--- src/rtl/uart_fc_pkg.sv ---
package uart_fc_pkg;

    typedef enum logic [1:0] {
        FC_IDLE  = 2'd0,
        FC_ARMED = 2'd1,
        FC_SEND  = 2'd2,
        FC_LAG   = 2'd3
    } fc_state_e;

    typedef struct packed {
        logic cts_gate;
        logic tx_rts;
        logic rx_rts;
        logic act_high;
    } fc_cfg_t;

    function automatic logic fc_pin_level(input logic active, input logic act_high);
        return act_high ? active : ~active;
    endfunction

endpackage

--- src/rtl/uart_fc_sync.sv ---
module uart_fc_sync #(
    parameter int   STAGES  = 2,
    parameter logic RST_VAL = 1'b1
) (
    input  logic clk,
    input  logic rst,
    input  logic d_in,
    output logic d_out
);
    logic [STAGES-1:0] sr;

    generate
        for (genvar g = 0; g < STAGES; g++) begin : g_stage
            if (g == 0) begin : g_first
                always_ff @(posedge clk) begin
                    if (rst) sr[0] <= RST_VAL;
                    else     sr[0] <= d_in;
                end
            end else begin : g_next
                always_ff @(posedge clk) begin
                    if (rst) sr[g] <= RST_VAL;
                    else     sr[g] <= sr[g-1];
                end
            end
        end
    endgenerate

    assign d_out = sr[STAGES-1];
endmodule

--- src/rtl/uart_fc_tx_seq.sv ---
module uart_fc_tx_seq
    import uart_fc_pkg::*;
(
    input  logic clk,
    input  logic rst,
    input  logic bit_tick,
    input  logic tx_pending,
    input  logic tx_busy,
    input  logic tx_stop_done,
    input  logic cts_ok,
    input  logic lead_en,
    output logic start_ok,
    output logic rts_req
);
    fc_state_e state_q, state_d;
    logic      permit_d;

    always_comb begin
        state_d  = state_q;
        permit_d = 1'b0;
        unique case (state_q)
            FC_IDLE: begin
                if (tx_pending && !tx_busy && bit_tick) begin
                    if (lead_en) begin
                        state_d = FC_ARMED;
                    end else if (cts_ok) begin
                        permit_d = 1'b1;
                        state_d  = FC_SEND;
                    end
                end
            end
            FC_ARMED: begin
                if (!tx_pending) begin
                    state_d = FC_LAG;
                end else if (bit_tick && cts_ok && !tx_busy) begin
                    permit_d = 1'b1;
                    state_d  = FC_SEND;
                end
            end
            FC_SEND: begin
                if (tx_stop_done) begin
                    state_d = tx_pending ? FC_ARMED : FC_LAG;
                end
            end
            FC_LAG: begin
                if (tx_pending)    state_d = FC_ARMED;
                else if (bit_tick) state_d = FC_IDLE;
            end
            default: state_d = FC_IDLE;
        endcase
    end

    always_ff @(posedge clk) begin
        if (rst) begin
            state_q  <= FC_IDLE;
            start_ok <= 1'b0;
        end else begin
            state_q  <= state_d;
            start_ok <= permit_d;
        end
    end

    assign rts_req = (state_q != FC_IDLE);
endmodule

--- src/rtl/uart_fc_rx_mark.sv ---
module uart_fc_rx_mark #(
    parameter int CNT_W = 8
) (
    input  logic [CNT_W-1:0] rx_count,
    input  logic [CNT_W-1:0] rx_water,
    output logic             room_req
);
    assign room_req = (rx_count < rx_water);
endmodule

--- src/rtl/uart_fc_rts_sel.sv ---
module uart_fc_rts_sel
    import uart_fc_pkg::*;
(
    input  fc_cfg_t cfg,
    input  logic    tx_req,
    input  logic    rx_req,
    output logic    rts_pin
);
    logic active;

    always_comb begin
        if (cfg.tx_rts)      active = tx_req;
        else if (cfg.rx_rts) active = rx_req;
        else                 active = 1'b0;
        rts_pin = fc_pin_level(active, cfg.act_high);
    end
endmodule

--- src/rtl/uart_flow_ctrl.sv ---
module uart_flow_ctrl
    import uart_fc_pkg::*;
#(
    parameter int CNT_W       = 8,
    parameter int SYNC_STAGES = 2
) (
    input  logic             clk,
    input  logic             rst,
    input  logic             cts_n_in,
    input  logic             bit_tick,
    input  logic             tx_pending,
    input  logic             tx_busy,
    input  logic             tx_stop_done,
    input  logic [CNT_W-1:0] rx_count,
    input  logic [CNT_W-1:0] rx_water,
    input  logic             cts_gate_en,
    input  logic             tx_rts_en,
    input  logic             rx_rts_en,
    input  logic             rts_active_high,
    output logic             tx_start_ok,
    output logic             rts_pin
);
    fc_cfg_t cfg;
    logic    cts_n_sync;
    logic    cts_ok;
    logic    tx_req;
    logic    rx_req;

    assign cfg.cts_gate = cts_gate_en;
    assign cfg.tx_rts   = tx_rts_en;
    assign cfg.rx_rts   = rx_rts_en;
    assign cfg.act_high = rts_active_high;

    uart_fc_sync #(.STAGES(SYNC_STAGES), .RST_VAL(1'b1)) u_cts_sync (
        .clk   (clk),
        .rst   (rst),
        .d_in  (cts_n_in),
        .d_out (cts_n_sync)
    );

    assign cts_ok = !cfg.cts_gate || !cts_n_sync;

    uart_fc_tx_seq u_tx_seq (
        .clk          (clk),
        .rst          (rst),
        .bit_tick     (bit_tick),
        .tx_pending   (tx_pending),
        .tx_busy      (tx_busy),
        .tx_stop_done (tx_stop_done),
        .cts_ok       (cts_ok),
        .lead_en      (cfg.tx_rts),
        .start_ok     (tx_start_ok),
        .rts_req      (tx_req)
    );

    uart_fc_rx_mark #(.CNT_W(CNT_W)) u_rx_mark (
        .rx_count (rx_count),
        .rx_water (rx_water),
        .room_req (rx_req)
    );

    uart_fc_rts_sel u_rts_sel (
        .cfg     (cfg),
        .tx_req  (tx_req),
        .rx_req  (rx_req),
        .rts_pin (rts_pin)
    );
endmodule

--- config.mk ---
export PLATFORM = sky130hd
export DESIGN_NAME = uart_flow_ctrl
export DESIGN_NICKNAME = d
export VERILOG_FILES = /design/src/rtl/uart_fc_pkg.sv /design/src/rtl/uart_fc_sync.sv /design/src/rtl/uart_fc_tx_seq.sv /design/src/rtl/uart_fc_rx_mark.sv /design/src/rtl/uart_fc_rts_sel.sv /design/src/rtl/uart_flow_ctrl.sv
export SDC_FILE = /design/constraint.sdc
export NUM_CORES = 1
export LEC_CHECK = 0
export BUFFER_PORTS_ARGS = -buffer_cell sky130_fd_sc_hd__buf_2
export CORE_AREA = 3 3 40 42
export DETAILED_ROUTE_END_ITERATION = 8
export DIE_AREA = 0 0 43 45
export GPL_ROUTABILITY_DRIVEN = 1
export PLACE_DENSITY_LB_ADDON = 0.08
export SKIP_CTS_REPAIR_TIMING = 1
export SYNTH_ARGS = -nofsm -noshare
export SYNTH_HDL_FRONTEND = slang
export SYNTH_SLANG_ARGS = --single-unit
--- constraint.sdc ---
create_clock -name clk -period 4.3 [get_ports clk]
set_input_delay 0.86 -clock clk [delete_from_list [all_inputs] [get_ports clk]]
set_output_delay 0.86 -clock clk [all_outputs]
set_load 0.02 [all_outputs]
==> reports/results.tsv, run 1 <==
stage	metric	value	unit
global_routing	grt_pass1_wl	1.68	mm
synthesis	synthTopCellsByCount	inv_1 (8), ha_1 (7), dfxtp_1 (5)	
floorplanning	rows	13	
clock_tree	htreeDepth	1	
power_and_ir_drop	leakage	0.000329	µW
detailed_routing	wl_per_cell	9.86	µm
critical_path	cp_max_fo	1	
synthesis	netlist_top_cells_area	dfxtp_1 (21%), ha_1 (18%), inv_1 (6.3%)	
synthesis	synth.most_common_cell	inv_1	
placed_design	pre_cts_ws	1.18	ns
detailed_routing	drtIter0Drc	4	
detailed_routing	via_per_inst	4.59	
global_routing	overflow	0	
floorplanning	start_util	0.373	
cells_and_area	fill_cells	142	
cells_and_area	antennaDiodeCount	0	
run_status	status	complete, no violations	
placed_design	gp_congestion	0.732	
detailed_routing	wirelength	1.02	mm
global_routing	grt_pass1_vias	431	
synthesis	synth_edf_count	0	
global_routing	track_usage	0.114	
global_routing	grt_max_degree	10	
sta	worst_slack	1.17	ns
run	cap_viol_max_count	0	
sta	report.final.slew_viol_count	0	
cells_and_area	nNetsFinal	123	
synthesis	synthCells	58	
detailed_routing	drt_first_pass_iters	4	
sta	worstMarginPinSlew	0.383	ns
clock_tree	clock_path_buffers	2	
placed_design	port_buffers	28	
synthesis	ys_warn_count	0	
critical_path	end_kind	primary output	
critical_path	path_class	in -> out	
synthesis	ys_seq_elements	5	
sta	fin_skew	0.000610	ns
floorplanning	fp.dieH	45	µm
sta	rsz0062_at_grt	false	
cells_and_area	drive_gt1_frac	0.409	
synthesis	syn_area	479	µm²
critical_path	crit_slowest_cell	a2111oi_0	
cells_and_area	finalInstanceArea	642	µm²
sta	setup_viol	0	
power_and_ir_drop	p_per_area	319	nW/µm²
clock_tree	cts_tree	yes	
critical_path	critPathMaxStageDelay	0.39	ns
synthesis	synthArstFlopShare	0	
clock_tree	cts.sinks	5	
sta	post-route-period-util	0.727	
min_path	hold_path.class	reg -> reg	
power_and_ir_drop	ir_worst_vdd	164	µV
synthesis	yosysUniqueCellTypes	26	
synthesis	synth_top_area_share	0.209	
synthesis	synth_top_cell_by_area	dfxtp_1	
synthesis	yosysSeqAreaShare	0.209	
detailed_routing	via_count	473	
floorplanning	ios	29	
sta	period_needed	3.13	ns
detailed_routing	ant_nets	0	
sta	slew_headroom	0.738	
clock_tree	clk_pin_slew	0.04	ns
synthesis	syn-num-nets	92	
sta	totalNegativeSetupSlack	0	ns
critical_path	worstPathArrival	2.27	ns
placed_design	hpwl	889	µm
critical_path	path_cells	buf_2 -> ha_1 -> a2111oi_0 -> nor3_1 -> nor3_1 -> xnor2_1 -> buf_2	
floorplanning	core-area	1280	µm²
critical_path	worstSetupStartpointType	input pin	
clock_tree	clock_latency	0.24	ns
sta	fmax	320	MHz
sta	hold_viol	0	
synthesis	ys.flop_type	dfxtp_1	
cells_and_area	areaGrowthSynthToFinish	33.9	%
clock_tree	cts-buffers-inserted	3	
global_routing	antenna_found_initial	0	
floorplanning	dieArea	1940	µm²
critical_path	critPathRequiredTime	3.44	ns
synthesis	syn_avg_cell_area	8.26	µm²
clock_tree	cts-root-buf	clkbuf_4	
detailed_routing	route.detailed.drc	0	
floorplanning	fp.dieW	43	µm
placed_design	placed_area	616	µm²
[kinds of logic (layout without fill, tap and decap cells)]
| group | Yosys count | after routing | share of synthesized area |
|---|---|---|---|
| buffers and inverters | 10 | 40 | 0.110 |
| AOI/OAI and AO/OA | 16 | 16 | 0.245 |
| and+or+nand+nor | 17 | 17 | 0.196 |
| muxes | 1 | 1 | 0.0209 |
| xor gates and xnor gates | 2 | 2 | 0.0366 |
| DFF | 5 | 5 | 0.209 |
| adders and majority gates | 7 | 7 | 0.183 |
[final timing paths]
check,slack (ns),startpoint,cells after the start,to
min,0.41,u_cts_sync.sr[0],1,u_cts_sync.d_out
max reg2reg,2.82,u_tx_seq.state_q[0],5,u_tx_seq.state_q[0]
min reg2reg,0.41,u_cts_sync.sr[0],1,u_cts_sync.d_out
max,1.17,rx_count[1],7,rts_pin
[area by class of cell]
type	instances	area, µm²	share of cell area
multi-input cells	43	327	0.509
repair buffers	28	140	0.218
flip-flops and latches	5	100	0.156
inverters	8	30.0	0.0468
clock buffers	4	26.3	0.0409
well taps	15	18.8	0.0292
[state kept, by name, indices dropped and copies added, names as in the netlist]
name	cells
u_cts_sync.sr	1
u_tx_seq.start_ok	1
u_tx_seq.state_q	2
u_cts_sync.d_out	1
[per-layer routing]
layer  vias to the layer above  global-route usage  wire length (µm)
li1                        266                   -                 -
met1                       192               0.137               473
met2                        15               0.180               469
met3                         0              0.0319                73
met4                         0              0.0723                 0
met5                         -                   0                 0
[where the power goes]
part / total [µW] / switching (µW) / internal [µW] / leakage [µW]
logic: 83.4 / 38.9 / 44.5 / 0.000273
registers: 68.1 / 14.5 / 53.6 / 0.0000411
clock network: 53.1 / 18.1 / 35.0 / 0.0000150
[critical path, delay by kind of cell]
kind	cells	cell delay, ns
compound gates	1	0.39
xor+xnor	1	0.15
fa+ha+maj	1	0.27
buf+inv	2	0.28
simple gates	2	0.32
[cells in the final DEF, fill, tap and decap left out]
master	instances
mux2i_1	1
nor2_1	3
a21boi_0	1
buf_2	28
a2111oi_0	1
o32ai_2	1
o221a_1	1
nor2_2	1
a32oi_1	1
clkbuf_4	3
nor3_1	2
o2111ai_1	1
dfxtp_1	5
ha_1	7
and2b_1	1
nand2b_1	3
nor4b_1	1
o21a_1	1
o21ai_0	4
o21ai_2	1
inv_1	8
or2_2	2
xnor2_1	2
or3_1	1
nand2_1	2
nand3_1	1
a21oi_1	4
clkbuf_1	1
[per-stage QoR]
step	instances	total power, µW	hold slack (ns)	util
2_1_floorplan	58	138	0.389	-
3_3_place_gp	99	152	0.391	0.479
3_5_place_dp	99	153	0.398	0.479
4_1_cts	103	209	0.409	0.500
5_1_grt	103	223	0.432	0.500
6_report	103	205	0.407	0.500
(Power assumes the default switching activity.)
==> inputs of run 2 (changes only) <==
ABC_AREA = 1   (was default)
clock period = 3.04 ns   (was 4.3 ns; I/O delays follow)
==> reports/results.tsv, run 2 <==
stage	metric	value	unit
run_status	status	complete, no violations	
synthesis	synth_top_cell_by_area	dfxtp_1	
sta	period_needed	2.28	ns
cells_and_area	layout_common_cells	buf_2 (28), nand2_1 (24), inv_1 (19)	
sta	fmax	438	MHz
sta	fin_hold_ws	0.409	ns
global_routing	antenna_found_initial	0	
synthesis	syn_area	499	µm²
detailed_routing	drt_first_pass_iters	2	
sta	hold_viol	0	
sta	setup_viol	0	
clock_tree	cts_tree	yes	
synthesis	yosysSeqAreaShare	0.201	
synthesis	netlist_top_cells_area	dfxtp_1 (20%), nand2_1 (18%), ha_1 (18%)	
critical_path	path_cells	buf_2 -> ha_1 -> a21oi_1 -> nor2_1 -> nor2_1 -> nand2_1 -> nand2_1 -> nand2_1 -> nand2_1 -> nand2_1 -> buf_2	
critical_path	end_kind	primary output	
synthesis	ys_warn_count	0	
detailed_routing	via_count	560	
sta	rsz0062_at_grt	false	
clock_tree	cts-root-buf	clkbuf_4	
cells_and_area	fill_cells	144	
synthesis	synthCells	84	
critical_path	critPathMaxStageDelay	0.29	ns
detailed_routing	wl_per_cell	7.65	µm
synthesis	synth.most_common_cell	nand2_1	
cells_and_area	final_common_cell	buf_2	
synthesis	synthArstFlopShare	0	
sta	totalNegativeSetupSlack	0	ns
detailed_routing	wirelength	1.00	mm
min_path	hold_path.class	reg -> reg	
synthesis	yosysUniqueCellTypes	17	
synthesis	synth_top_area_share	0.201	
global_routing	overflow	0	
sta	fin_skew	0.00273	ns
clock_tree	htreeDepth	1	
clock_tree	cts-buffers-inserted	3	
synthesis	synth_edf_count	0	
critical_path	critical_path.most_common_cell	nand2_1	
cells_and_area	regMostFlops	u_tx_seq.state_q	
floorplanning	rows	13	
global_routing	track_usage	0.123	
power_and_ir_drop	switching_power	128	µW
power_and_ir_drop	ir_worst_vdd	265	µV
global_routing	grt_pass1_vias	527	
power_and_ir_drop	p_int	194	µW
sta	post-route-period-util	0.751	
cells_and_area	nNetsFinal	151	
clock_tree	clk_pin_slew	0.04	ns
critical_path	cp_num_buf_inv	2	
floorplanning	fp.dieW	43	µm
critical_path	crit_slowest_cell	ha_1	
power_and_ir_drop	p_per_area	470	nW/µm²
clock_tree	cts.sinks	5	
placed_design	gp_congestion	0.667	
synthesis	syn_avg_cell_area	5.94	µm²
power_and_ir_drop	leakage	0.000433	µW
cells_and_area	seq_area	100	µm²
sta	slew_headroom	0.792	
power_and_ir_drop	p_seq_frac	0.289	
global_routing	grt_pass1_wl	1.86	mm
critical_path	cp_max_fo	2	
synthesis	ys_seq_elements	5	
cells_and_area	largest_reg_flops	2	
cells_and_area	drive_gt1_frac	0.328	
floorplanning	ios	29	
floorplanning	fp.dieH	45	µm
detailed_routing	ant_nets	0	
floorplanning	dieArea	1940	µm²
power_and_ir_drop	p_clk_frac	0.226	
run	cap_viol_max_count	0	
cells_and_area	multi_input_area	324	µm²
cells_and_area	antennaDiodeCount	0	
critical_path	critPathRequiredTime	2.43	ns
critical_path	cp_top_family	simple AND/OR/NAND/NOR gates	
critical_path	path_class	in -> out	
detailed_routing	drtIter0Drc	10	
critical_path	worstPathArrival	1.67	ns
sta	worstMarginPinSlew	0.310	ns
sta	report.final.slew_viol_count	0	
detailed_routing	via_per_inst	4.27	
cells_and_area	areaGrowthSynthToFinish	37.1	%
power_and_ir_drop	p_comb_frac	0.485	
floorplanning	start_util	0.389	
placed_design	hpwl	914	µm
global_routing	grt_max_degree	6	
clock_tree	clock_latency	0.23	ns
synthesis	ys.flop_type	dfxtp_1	
placed_design	port_buffers	28	
critical_path	worstSetupStartpointType	input pin	
power_and_ir_drop	netSwitchingFraction	0.397	
synthesis	syn-num-nets	118	
synthesis	synthTopCellsByCount	nand2_1 (24), inv_1 (19), nor2_1 (9)	
floorplanning	core-area	1280	µm²
clock_tree	clock_path_buffers	2	
detailed_routing	route.detailed.drc	0	
## run 2: power by group through the flow
stage | registers (µW) | clock network [µW] | logic, µW
final | 92.8 | 72.6 | 156
after detailed placement | 93.7 | 0 | 158
after CTS | 92.9 | 75.2 | 159
after global routing | 95.0 | 79.3 | 186
after floorplan | 91.9 | 0 | 118
after global placement | 94.6 | 0 | 157
## run 2: routing by layer
metal,wire [µm],track usage,vias to the layer above
li1,-,-,321
met5,0,0,-
met1,484,0.159,218
met4,0,0.0723,0
met3,101,0.0279,0
met2,415,0.186,21
## run 2: cells by family (layout without fill, tap and decap cells)
kind of cell | Yosys count | in the layout | share of synthesized area
AOI/OAI and AO/OA | 8 | 8 | 0.0977
adders and majority gates | 7 | 7 | 0.175
and+or+nand+nor | 44 | 44 | 0.376
buffers and inverters | 20 | 52 | 0.150
DFF | 5 | 5 | 0.201
## run 2: per-stage QoR
stage	cells	setup slack, ns	total power (µW)	util	cell area (µm²)
2_1_floorplan	84	0.960	210	-	499
3_3_place_gp	127	0.770	251	0.512	658
3_5_place_dp	127	0.755	252	0.512	658
4_1_cts	131	0.750	327	0.533	684
5_1_grt	131	0.620	361	0.533	684
6_report	131	0.758	321	0.533	684
## run 2: final cells by class
type / instances / share of cell area
clock buffers: 4 / 0.0384
flip-flops and latches: 5 / 0.146
well taps: 15 / 0.0274
multi-input cells: 59 / 0.473
inverters: 20 / 0.110
repair buffers: 28 / 0.205
## run 2: worst paths after layout
check	start	to	slack, ns	cells after the start
setup / recovery	rx_count[5]	rts_pin	0.76	11
hold / removal	u_cts_sync.sr[0]	u_cts_sync.d_out	0.41	1
setup reg to reg	u_tx_seq.state_q[0]	u_tx_seq.state_q[1]	1.88	8
hold reg to reg	u_cts_sync.sr[0]	u_cts_sync.d_out	0.41	1
## run 2: worst reg2reg max path, delay by kind of cell (launching register included)
family | cells | cell delay (ns)
AO/OA/AOI/OAI | 2 | 0.18
buffers and inverters | 1 | 0.05
flip-flops | 1 | 0.34
AND/OR/NAND/NOR | 5 | 0.48
